$ cat src/rtl/ret_stack_pkg.sv
package ret_stack_pkg;
  typedef enum logic [1:0] {
    OP_IDLE = 2'b00,
    OP_PUSH = 2'b10,
    OP_POP  = 2'b01,
    OP_SWAP = 2'b11
  } stk_op_e;

  function automatic stk_op_e decode_op(input logic push, input logic pop);
    return stk_op_e'({push, pop});
  endfunction
endpackage

$ cat src/rtl/ret_stack_ptr.sv
module ret_stack_ptr
  import ret_stack_pkg::*;
#(
  parameter int DEPTH = 8,
  localparam int PW = $clog2(DEPTH)
) (
  input  logic          clk_i,
  input  logic          rst_ni,
  input  stk_op_e       op_i,
  output logic          we_o,
  output logic [PW-1:0] waddr_o,
  output logic [PW-1:0] top_idx_o
);
  logic [PW-1:0] ptr_q, ptr_d;
  logic [PW-1:0] ptr_dec;

  // DEPTH is a power of two, so PW-bit arithmetic wraps modulo DEPTH
  assign ptr_dec = ptr_q - PW'(1);

  always_comb begin
    ptr_d   = ptr_q;
    we_o    = 1'b0;
    waddr_o = ptr_q;
    unique case (op_i)
      OP_PUSH: begin ptr_d = ptr_q + PW'(1); we_o = 1'b1; end
      OP_POP:  ptr_d = ptr_dec;
      OP_SWAP: begin we_o = 1'b1; waddr_o = ptr_dec; end
      default: ;
    endcase
  end

  always_ff @(posedge clk_i or negedge rst_ni) begin
    if (!rst_ni) ptr_q <= '0;
    else         ptr_q <= ptr_d;
  end

  assign top_idx_o = ptr_dec;

  AST_PTR_POP: assert property (@(posedge clk_i) disable iff (!rst_ni)
    op_i == OP_POP |=> ptr_q == PW'($past(ptr_q) - PW'(1)));
  AST_PTR_PUSH_WRAP: assert property (@(posedge clk_i) disable iff (!rst_ni)
    (op_i == OP_PUSH && ptr_q == PW'(DEPTH - 1)) |=> ptr_q == '0);
  AST_PTR_POP_WRAP: assert property (@(posedge clk_i) disable iff (!rst_ni)
    (op_i == OP_POP && ptr_q == '0) |=> ptr_q == PW'(DEPTH - 1));
  AST_PTR_SWAP_HOLD: assert property (@(posedge clk_i) disable iff (!rst_ni)
    op_i == OP_SWAP |=> $stable(ptr_q));
  AST_PTR_IDLE_HOLD: assert property (@(posedge clk_i) disable iff (!rst_ni)
    op_i == OP_IDLE |=> $stable(ptr_q));
endmodule

$ cat src/rtl/ret_stack_mem.sv
module ret_stack_mem #(
  parameter int DEPTH = 8,
  parameter int DW    = 13,
  localparam int PW   = $clog2(DEPTH)
) (
  input  logic          clk_i,
  input  logic          we_i,
  input  logic [PW-1:0] waddr_i,
  input  logic [DW-1:0] wdata_i,
  input  logic [PW-1:0] raddr_i,
  output logic [DW-1:0] rdata_o
);
  logic [DW-1:0] slot_q [DEPTH];

  // entries are not reset
  for (genvar g = 0; g < DEPTH; g++) begin : g_slot
    always_ff @(posedge clk_i) begin
      if (we_i && waddr_i == PW'(g)) slot_q[g] <= wdata_i;
    end
  end

  assign rdata_o = slot_q[raddr_i];
endmodule

$ cat src/rtl/ret_stack.sv
module ret_stack
  import ret_stack_pkg::*;
#(
  parameter int DEPTH = 8,
  parameter int DW    = 13,
  localparam int PW   = $clog2(DEPTH)
) (
  input  logic          clk_i,
  input  logic          rst_ni,
  input  logic          push_i,
  input  logic          pop_i,
  input  logic [DW-1:0] push_data_i,
  output logic [DW-1:0] top_o
);
  stk_op_e       op;
  logic          we;
  logic [PW-1:0] waddr, top_idx;

  assign op = decode_op(push_i, pop_i);

  ret_stack_ptr #(.DEPTH(DEPTH)) u_ptr (
    .clk_i     (clk_i),
    .rst_ni    (rst_ni),
    .op_i      (op),
    .we_o      (we),
    .waddr_o   (waddr),
    .top_idx_o (top_idx)
  );

  ret_stack_mem #(.DEPTH(DEPTH), .DW(DW)) u_mem (
    .clk_i   (clk_i),
    .we_i    (we),
    .waddr_i (waddr),
    .wdata_i (push_data_i),
    .raddr_i (top_idx),
    .rdata_o (top_o)
  );

  AST_PUSH_TOP: assert property (@(posedge clk_i) disable iff (!rst_ni)
    (push_i && !pop_i) |=> top_o == $past(push_data_i));
  AST_SWAP_TOP: assert property (@(posedge clk_i) disable iff (!rst_ni)
    (push_i && pop_i) |=> top_o == $past(push_data_i));
  AST_IDLE_STABLE: assert property (@(posedge clk_i) disable iff (!rst_ni)
    (!push_i && !pop_i && $past(rst_ni)) |=> $stable(top_o));
endmodule

$ cat config.mk
export PLATFORM = sky130hd
export DESIGN_NAME = ret_stack
export DESIGN_NICKNAME = d
export VERILOG_FILES = /design/src/rtl/ret_stack_pkg.sv /design/src/rtl/ret_stack_ptr.sv /design/src/rtl/ret_stack_mem.sv /design/src/rtl/ret_stack.sv
export SDC_FILE = /design/constraint.sdc
export NUM_CORES = 1
export LEC_CHECK = 0
export BUFFER_PORTS_ARGS = -buffer_cell sky130_fd_sc_hd__buf_2
export CAP_MARGIN = 40
export CORE_MARGIN = 3
export CORE_UTILIZATION = 64
export DETAILED_ROUTE_END_ITERATION = 16
export PLACE_DENSITY = 0.84
export RECOVER_POWER = 100
export SYNTH_ARGS = -nofsm -noshare
export SYNTH_HDL_FRONTEND = slang
export SYNTH_HIERARCHICAL = 1
export SYNTH_SLANG_ARGS = --single-unit
$ cat constraint.sdc
create_clock -name clk_i -period 5.4 [get_ports clk_i]
set_input_delay 0.81 -clock clk_i [delete_from_list [all_inputs] [get_ports clk_i]]
set_output_delay 0.81 -clock clk_i [all_outputs]
set_load 0.01 [all_outputs]
After elaboration in Yosys (flattened, before gate mapping):

Memory sizes are Yosys's and may differ from the RTL's.
Index checks and enable logic that the tools add are counted.

* flip-flop bits (word level): 3
* memory bits (writable): 104
* bits of input ports: 17
* word-level logic and storage cells: 72
* memories: 1

Memory list
* u_mem.slot_q: words 8, width 13, read ports 1, clocked after memory_dff 0, write ports 1, RTL line ret_stack_mem.sv:13 `logic [DW-1:0] slot_q [DEPTH];`

* add/sub/neg operators: 2
* equality and inequality tests: 10
* multiplexer cells: 40
* reduce and logical (&&, ||, !) cells: 18

Operator list (count)
* $mux 13: 7
* $reduce_or 13->1: 7
* $mux 1: 24
* $mux 3: 8
* $eq 3x3->1 const B: 4
* $logic_and 1x1->1: 8
* $eq 3x2->1 const B: 2
* $pmux 3 s2: 1
* $eq 2x2->1 const B: 2
* $add 3x1->3 const B: 1
* $eq 3x1->1 const B: 1
* $logic_not 3->1: 1
* $sub 3x1->3 const B: 1
* $eq 2x1->1 const B: 1
* $reduce_bool 2->1: 1
* $reduce_or 2->1: 1

Depth between registers and ports, before layout:

Gate-level depths: netlist (run 1).

* word-level depth: 14
* mapped depth: 7
* mapped depth without buffers: 6

Hierarchy:

The synthesis (run 1) kept the hierarchy.

By module, submodules not included
* ret_stack_mem: times used 1, cells an instance 163, area an instance 4055.1 um2
* ret_stack_ptr: times used 1, cells an instance 28, area an instance 262.8 um2

Worst setup path after synthesis (run 1):

OpenSTA, ideal clock, no wires.

* path type: register to output
* from: reg u_ptr.ptr_q[0]
* to: out top_o[12]
* data arrival time: 1.894 ns
* slack: 2.696 ns
* stages on the path, launching flop included: 8
* path through: dfrtp_1 -> inv_1 -> ha_1 -> xor2_1 -> clkbuf_1 -> buf_2 -> mux4_2 -> mux2_2

* longest elaborated chain between the ends: 2

Ends and longest elaborated chain
* from (decl): RTL line ret_stack_ptr.sv:14 `logic [PW-1:0] ptr_q, ptr_d;`
* from (signal assigned): RTL line ret_stack_ptr.sv:34 `else ptr_q <= ptr_d;`
* $sub 3x1->3: RTL line ret_stack_ptr.sv:18 `assign ptr_dec = ptr_q - PW'(1);`
* named net top_idx[0]: RTL line ret_stack.sv:17 `logic [PW-1:0] waddr, top_idx;`
* $mem_v2 8x13
* to (decl): RTL line ret_stack.sv:13 `output logic [DW-1:0] top_o`

The timed path passes the listed nets, and every way through them passes these cells.

Worst setup path in the final report (run 1):

Same ends and word-level chain as after synthesis.

==> out/metrics.yaml, run 1 <==
status: "complete, no violations"
die_h_um: 88.14
gp_congestion: 0.7460
start_util_pct: 66.85
syn_nets: 214
cpPeakStageDelay_ns: 0.45
r2r_setup_slack_ns: 2.13
cp_data_required_time_ns: 4.59
fmax_mhz: 266.9
htreeDepth: 3
cts_hold_buf: 0
path_cells: "inv_1 -> buf_4 -> ha_1 -> xor2_2 -> buf_4 -> mux4_2 -> mux2_1 -> buf_2"
boundaryPins: 30
drv_slew: 0
pre_cts_ws_ns: 2.075
holdCritPathClass: "input port to asynchronous set/reset pin"
cts_root_buffer: "clkbuf_8"
wl_um: 7548
coreArea_um2: 6459
grt_pass1_wl_um: 11590
worst_slew_margin_rel_pct: 44.10
seqCellArea_um2: 3198
critPathSlowestCell: "dfrtp_1"
rsz0062_at_grt: "false"
vias: 2012
syn_area_um2: 4318
syn_area_per_cell_um2: 22.61
syn_to_final_growth_pct: 10.37
synth_warnings: 6
whs_ns: 0.2464
crit_type: "flip-flop to output pin"
max_cap_viol_count: 0
cts_tree: "done"
tightestPinTransition_ns: 0.8385
cts.clk_slew.worst_paths_ns: 0.09
power_mw: 2.642
grt_use_total_pct: 21.67
drive_gt1_share_pct: 14.64
antennaDiodeCount: 0
fp-row-count: 29
numCtsBuffers: 9
worstPathArrival_ns: 2.94
power.density_nw_per_um2: 554.4
cts_buffer_depth: 2
netlist-cell-type-count: 21
p_leak_nw: 1.603
worstSkewPairLatency_ns: 0.36
grt_pass1_vias: 2086
critPathLaunchType: "flip-flop"
final-hold-violation-count: 0
fill_cells: 383
multi_input_area_um2: 1057
die_x_um: 88.14
cts_resized: 0
fin_ws_ns: 1.653
die-area_um2: 7769
finalSetupViolCount: 0
min_period_ns: 3.747
synth_cells: 191
nets: 257
io_buffers: 29
final_util_pct: 73.79
ys_seq_area_share_pct: 74.07
ir_drop_uv: 458.7
ant_nets: 0
route.detailed.wl_per_inst_um: 23.89
grt_max_degree: 28
vias_per_cell: 6.367
postCtsSetupBuffers: 0
grt-ovfl-total: 0
grt_antenna_before_repair: 0
ys_ff_latch: 107
critPathCaptureType: "output pin"
finalSetupTns_ns: 0
cts.sinks: 107
drc: 0
drtPass1Iterations: 4
period_share_pct: 69.39
cp_common_cell: "buf_4"
crit_fanout: 27
first_iter_violations: 112
finClkSkew_ns: 0.008620
dp_hpwl_um: 4758
Yosys cell counts, drive strengths merged:
cell / number / share of area, %
mux2: 13 / 3.4
o21ai: 1 / 0.12
ha: 6 / 1.7
dfrtp: 3 / 1.7
xnor2: 3 / 0.61
edfxtp: 104 / 72
nor3: 2 / 0.23
buf: 6 / 1.1
or2: 1 / 0.14
nand2b: 3 / 0.43
mux4: 26 / 16
a21oi: 1 / 0.12
nand2: 4 / 0.35
clkbuf: 1 / 0.087
xor2: 3 / 0.61
mux2i: 1 / 0.23
inv: 5 / 0.43
nor2: 8 / 0.70
registers in the layout, summed over array words and instances, names as in the netlist:
name,count
u_mem/slot_q,104
u_ptr/ptr_q,3
layout make-up:
type	count	area share, %
well taps	77	2.022
clock buffers	9	2.599
flip-flops and latches	107	67.10
inverters	5	0.3938
repair buffers	39	3.308
multi-input cells	72	22.18
clock inverters	7	2.389
stage by stage:
stage | cell area (µm²) | cells
finish | 4766 | 316
floorplan | 4318 | 191
detailed placement | 4601 | 300
global route | 4766 | 316
global placement | 4601 | 300
CTS | 4838 | 316
final timing paths:
check                          startpoint                  to  cells past startpoint
max                        u_ptr/ptr_q[0]           top_o[12]                      8
min                                rst_ni      u_ptr/ptr_q[2]                      1
max reg2reg                u_ptr/ptr_q[0]  u_mem/slot_q[4][3]                      8
min reg2reg                u_ptr/ptr_q[0]      u_ptr/ptr_q[0]                      1
max in group asynchronous          rst_ni      u_ptr/ptr_q[0]                      1
min in group clk_i         u_ptr/ptr_q[0]      u_ptr/ptr_q[0]                      1
power by group:
part           total [mW]  switching (mW)  internal (mW)  leakage, nW
Combinational        1.01           0.536          0.470        0.509
Clock               0.553           0.247          0.306        0.115
Sequential           1.08          0.0392           1.04        0.979
Total                2.64           0.822           1.82         1.60
per-layer routing:
metal	GRT usage, %	part of all wire (%)	vias up
li1	-	-	883
met1	28.99	42	1057
met2	34.79	52	59
met3	4.139	4.5	13
met4	10.71	1.5	0
met5	0	0	-
layout by cell type (no fill, tap or decap), types with 2 or more instances in the layout:
cell type  instances
buf_2              3
xnor2_1            3
xor2_1             2
mux4_2             2
clkinv_1           2
mux4_1            24
inv_1              5
clkbuf_8           9
dfrtp_1            3
ha_1               6
buf_4              2
nor2_1             8
nand2_1            4
edfxtp_1         104
bufinv_16          3
clkbuf_1          34
nand2b_1           3
mux2_2            12
nor3_1             2
worst max-delay path: cells and delay by family, from the launching register on:
| family | cells | cell delay (ns) |
|---|---|---|
| buffers and inverters | 4 | 0.97 |
| adders and majority gates | 1 | 0.33 |
| xor gates and xnor gates | 1 | 0.14 |
| muxes | 2 | 0.70 |
| DFF | 1 | 0.45 |
kinds of logic (layout without fill, tap and decap cells):
| kind of cell | after synthesis | after routing | synth area share, % |
|---|---|---|---|
| fa+ha+maj | 6 | 6 | 1.739 |
| buf+inv | 12 | 60 | 1.623 |
| simple gates | 18 | 18 | 1.855 |
| flops | 107 | 107 | 74.07 |
| compound gates | 2 | 2 | 0.2316 |
| xor+xnor | 6 | 6 | 1.217 |
| mux | 40 | 40 | 19.27 |
No activity file was read; power rests on OpenSTA's default activity.
==> run 2: changes to the inputs <==
- ABC_AREA: not set -> 1
- CORE_UTILIZATION: 64 -> 60
- PLACE_DENSITY: 0.84 -> 0.79
- clock period: 5.4 -> 3.9 ns (I/O delays scaled with it)
==> out/metrics.yaml, run 2 <==
yosys.area.top_type: "edfxtp_1"
gp_congestion: 0.8142
synth_top_area_share_pct: 63.37
synthArstFlopShare_pct: 2.804
power.density_nw_per_um2: 749.0
grt_max_degree: 54
syn_nets: 528
status: "complete, no violations"
finalSetupViolCount: 0
critical_path.reg2reg.endpoint: "u_mem/slot_q[1][1]"
rr_worst_depth: 9
syn_to_final_growth_pct: 6.778
crit_type: "flip-flop to output pin"
ys_ff_latch: 107
hold_start: "u_ptr/ptr_q[1]"
critPathLaunchType: "flip-flop"
cts_resized: 0
p_leak_nw: 2.432
drive_gt1_share_pct: 4.420
dp_hpwl_um: 6081
grt_use_total_pct: 21.61
boundaryPins: 30
vias: 3285
ant_nets: 0
post_synth_most_frequent_cells: "183 x nand2_1, 115 x inv_1, 104 x edfxtp_1, 53 x nand3_1"
whs_path_depth: 2
fin_ws_ns: 0.5561
finalSetupTns_ns: 0
cts_root_buffer: "clkbuf_8"
ys_seq_area_share_pct: 64.89
top_register: "u_mem/slot_q"
grt_antenna_before_repair: 0
syn_area_per_cell_um2: 9.759
first_iter_violations: 242
drc: 0
grt-ovfl-total: 0
reg.largest.list: "u_mem/slot_q: 104 flops, u_ptr/ptr_q: 3 flops"
die_x_um: 96.63
pre_cts_ws_ns: 1.153
period_share_pct: 85.74
grt_pass1_vias: 3184
start_util_pct: 62.80
critPathCaptureType: "output pin"
final_util_pct: 67.06
final_common_cell: "nand2_1"
tightestPinTransition_ns: 0.8488
holdCritPathClass: "flip-flop to flip-flop"
cts.clk_slew.worst_paths_ns: 0.09
die-area_um2: 9337
cts.sinks: 107
synth_edf_count: 104
fmax_mhz: 299.1
ys.flop_type: "edfxtp_1"
crit_fanout: 26
grt_pass1_wl_um: 15920
coreArea_um2: 7848
drtPass1Iterations: 5
vias_per_cell: 5.093
synth_warnings: 6
nets: 562
fp-row-count: 32
final-hold-violation-count: 0
layout_common_cells: "184 x nand2_1, 115 x inv_1, 104 x edfxtp_1"
drv_slew: 0
largest_reg_flops: 104
wl_um: 9633
cts_tree: "done"
antennaDiodeCount: 0
r2r_setup_slack_ns: 0.81
syn_area_um2: 4928
rsz0062_at_grt: "false"
hold_end: "u_ptr/ptr_q[1]"
synth_most_common_cell: "nand2_1"
max_cap_viol_count: 0
worstSkewPairLatency_ns: 0.36
synthTopCellsByArea: "edfxtp_1 63%, nand2_1 14%, inv_1 8.8%"
io_buffers: 29
cp_data_required_time_ns: 3.31
finClkSkew_ns: 0.007024
worstPathArrival_ns: 2.76
r2r_start: "u_ptr/ptr_q[0]"
ir_drop_uv: 401.7
netlist-cell-type-count: 22
worst_slew_margin_rel_pct: 43.41
min_period_ns: 3.344
htreeDepth: 3
whs_ns: 0.5240
route.detailed.wl_per_inst_um: 14.93
numCtsBuffers: 9
cts_buffer_depth: 2
synth_cells: 505
die_h_um: 96.63
==> run 2: cell types whose count changed in the layout (fill, tap and decap cells not counted), moves of 2 or more <==
cell,change
nand2_1,+180
bufinv_16,-2
mux4_1,-24
mux2_2,-12
inv_1,+110
o21ai_0,+2
nand3_1,+53
nor3_1,-2
mux4_2,-2
clkbuf_1,+2
nand2b_1,-3
==> run 2: how the worst max path moves through the flow <==
stage	startpoint	endpoint	slack, ns	depth (start not counted)
2_1_floorplan	pop_i	u_mem/slot_q[2][0]	1.74	4
3_3_place_gp	u_ptr/ptr_q[0]	top_o[9]	1.28	10
3_5_place_dp	u_ptr/ptr_q[0]	u_mem/slot_q[6][12]	1.15	8
4_1_cts	u_ptr/ptr_q[0]	top_o[9]	0.75	10
5_1_grt	u_ptr/ptr_q[0]	top_o[9]	0.28	10
6_report	u_ptr/ptr_q[0]	top_o[9]	0.56	10
==> run 2: worst max-delay path, cell delays in order (launching register included) <==
cell and delay, ns:
dfrtp_1 0.43, inv_1 0.09, ha_1 0.32, inv_1 0.33, clkbuf_2 0.47, inv_4 0.23, nand3_1 0.16, nand2_1 0.07
nand2_1 0.06, nand2_1 0.09, clkbuf_1 0.13
==> run 2: metal layers <==
metal / wire length [µm] / part of all wire, % / track usage, %
met5: 0 / 0 / 0
met3: 676 / 7.0 / 4.758
met1: 4151 / 43 / 29.11
met4: 130 / 1.3 / 6.479
met2: 4674 / 49 / 35.46
==> run 2: kinds of logic after synthesis <==
group / after synthesis / share of synthesized area, %
adder cells (fa/ha/maj): 6 / 1.523
AND/OR/NAND/NOR: 249 / 20.56
buffers and inverters: 136 / 12.01
flip-flops: 107 / 64.89
AO/OA/AOI/OAI: 4 / 0.4823
XOR/XNOR: 3 / 0.5332
==> run 2: what timing repair did <==
action,CTS,global route
hold buffers,0,1
setup buffers,0,0
endpoints found under the hold margin,0,3
==> run 2: cell type report <==
type	count	area (µm²)
clock buffers	10	127.6
clock inverters	5	53.80
fillers	613	2585
inverters	118	450.4
multi-input cells	262	1136
flip-flops and latches	107	3198
well taps	102	127.6
repair buffers	41	168.9
==> run 2: power by group <==
| part | internal (mW) | switching, mW |
|---|---|---|
| clock network | 0.292 | 0.346 |
| logic | 0.539 | 1.29 |
| registers | 1.43 | 0.0432 |
| total | 2.26 | 1.68 |
==> run 2: through the flow <==
step	instance area, µm²	instances	power (mW)
global route	5263	645	4.281
detailed placement	5142	629	3.382
floorplan	4928	505	2.906
finish	5263	645	3.941
global placement	5142	629	3.339
CTS	5324	644	4.019
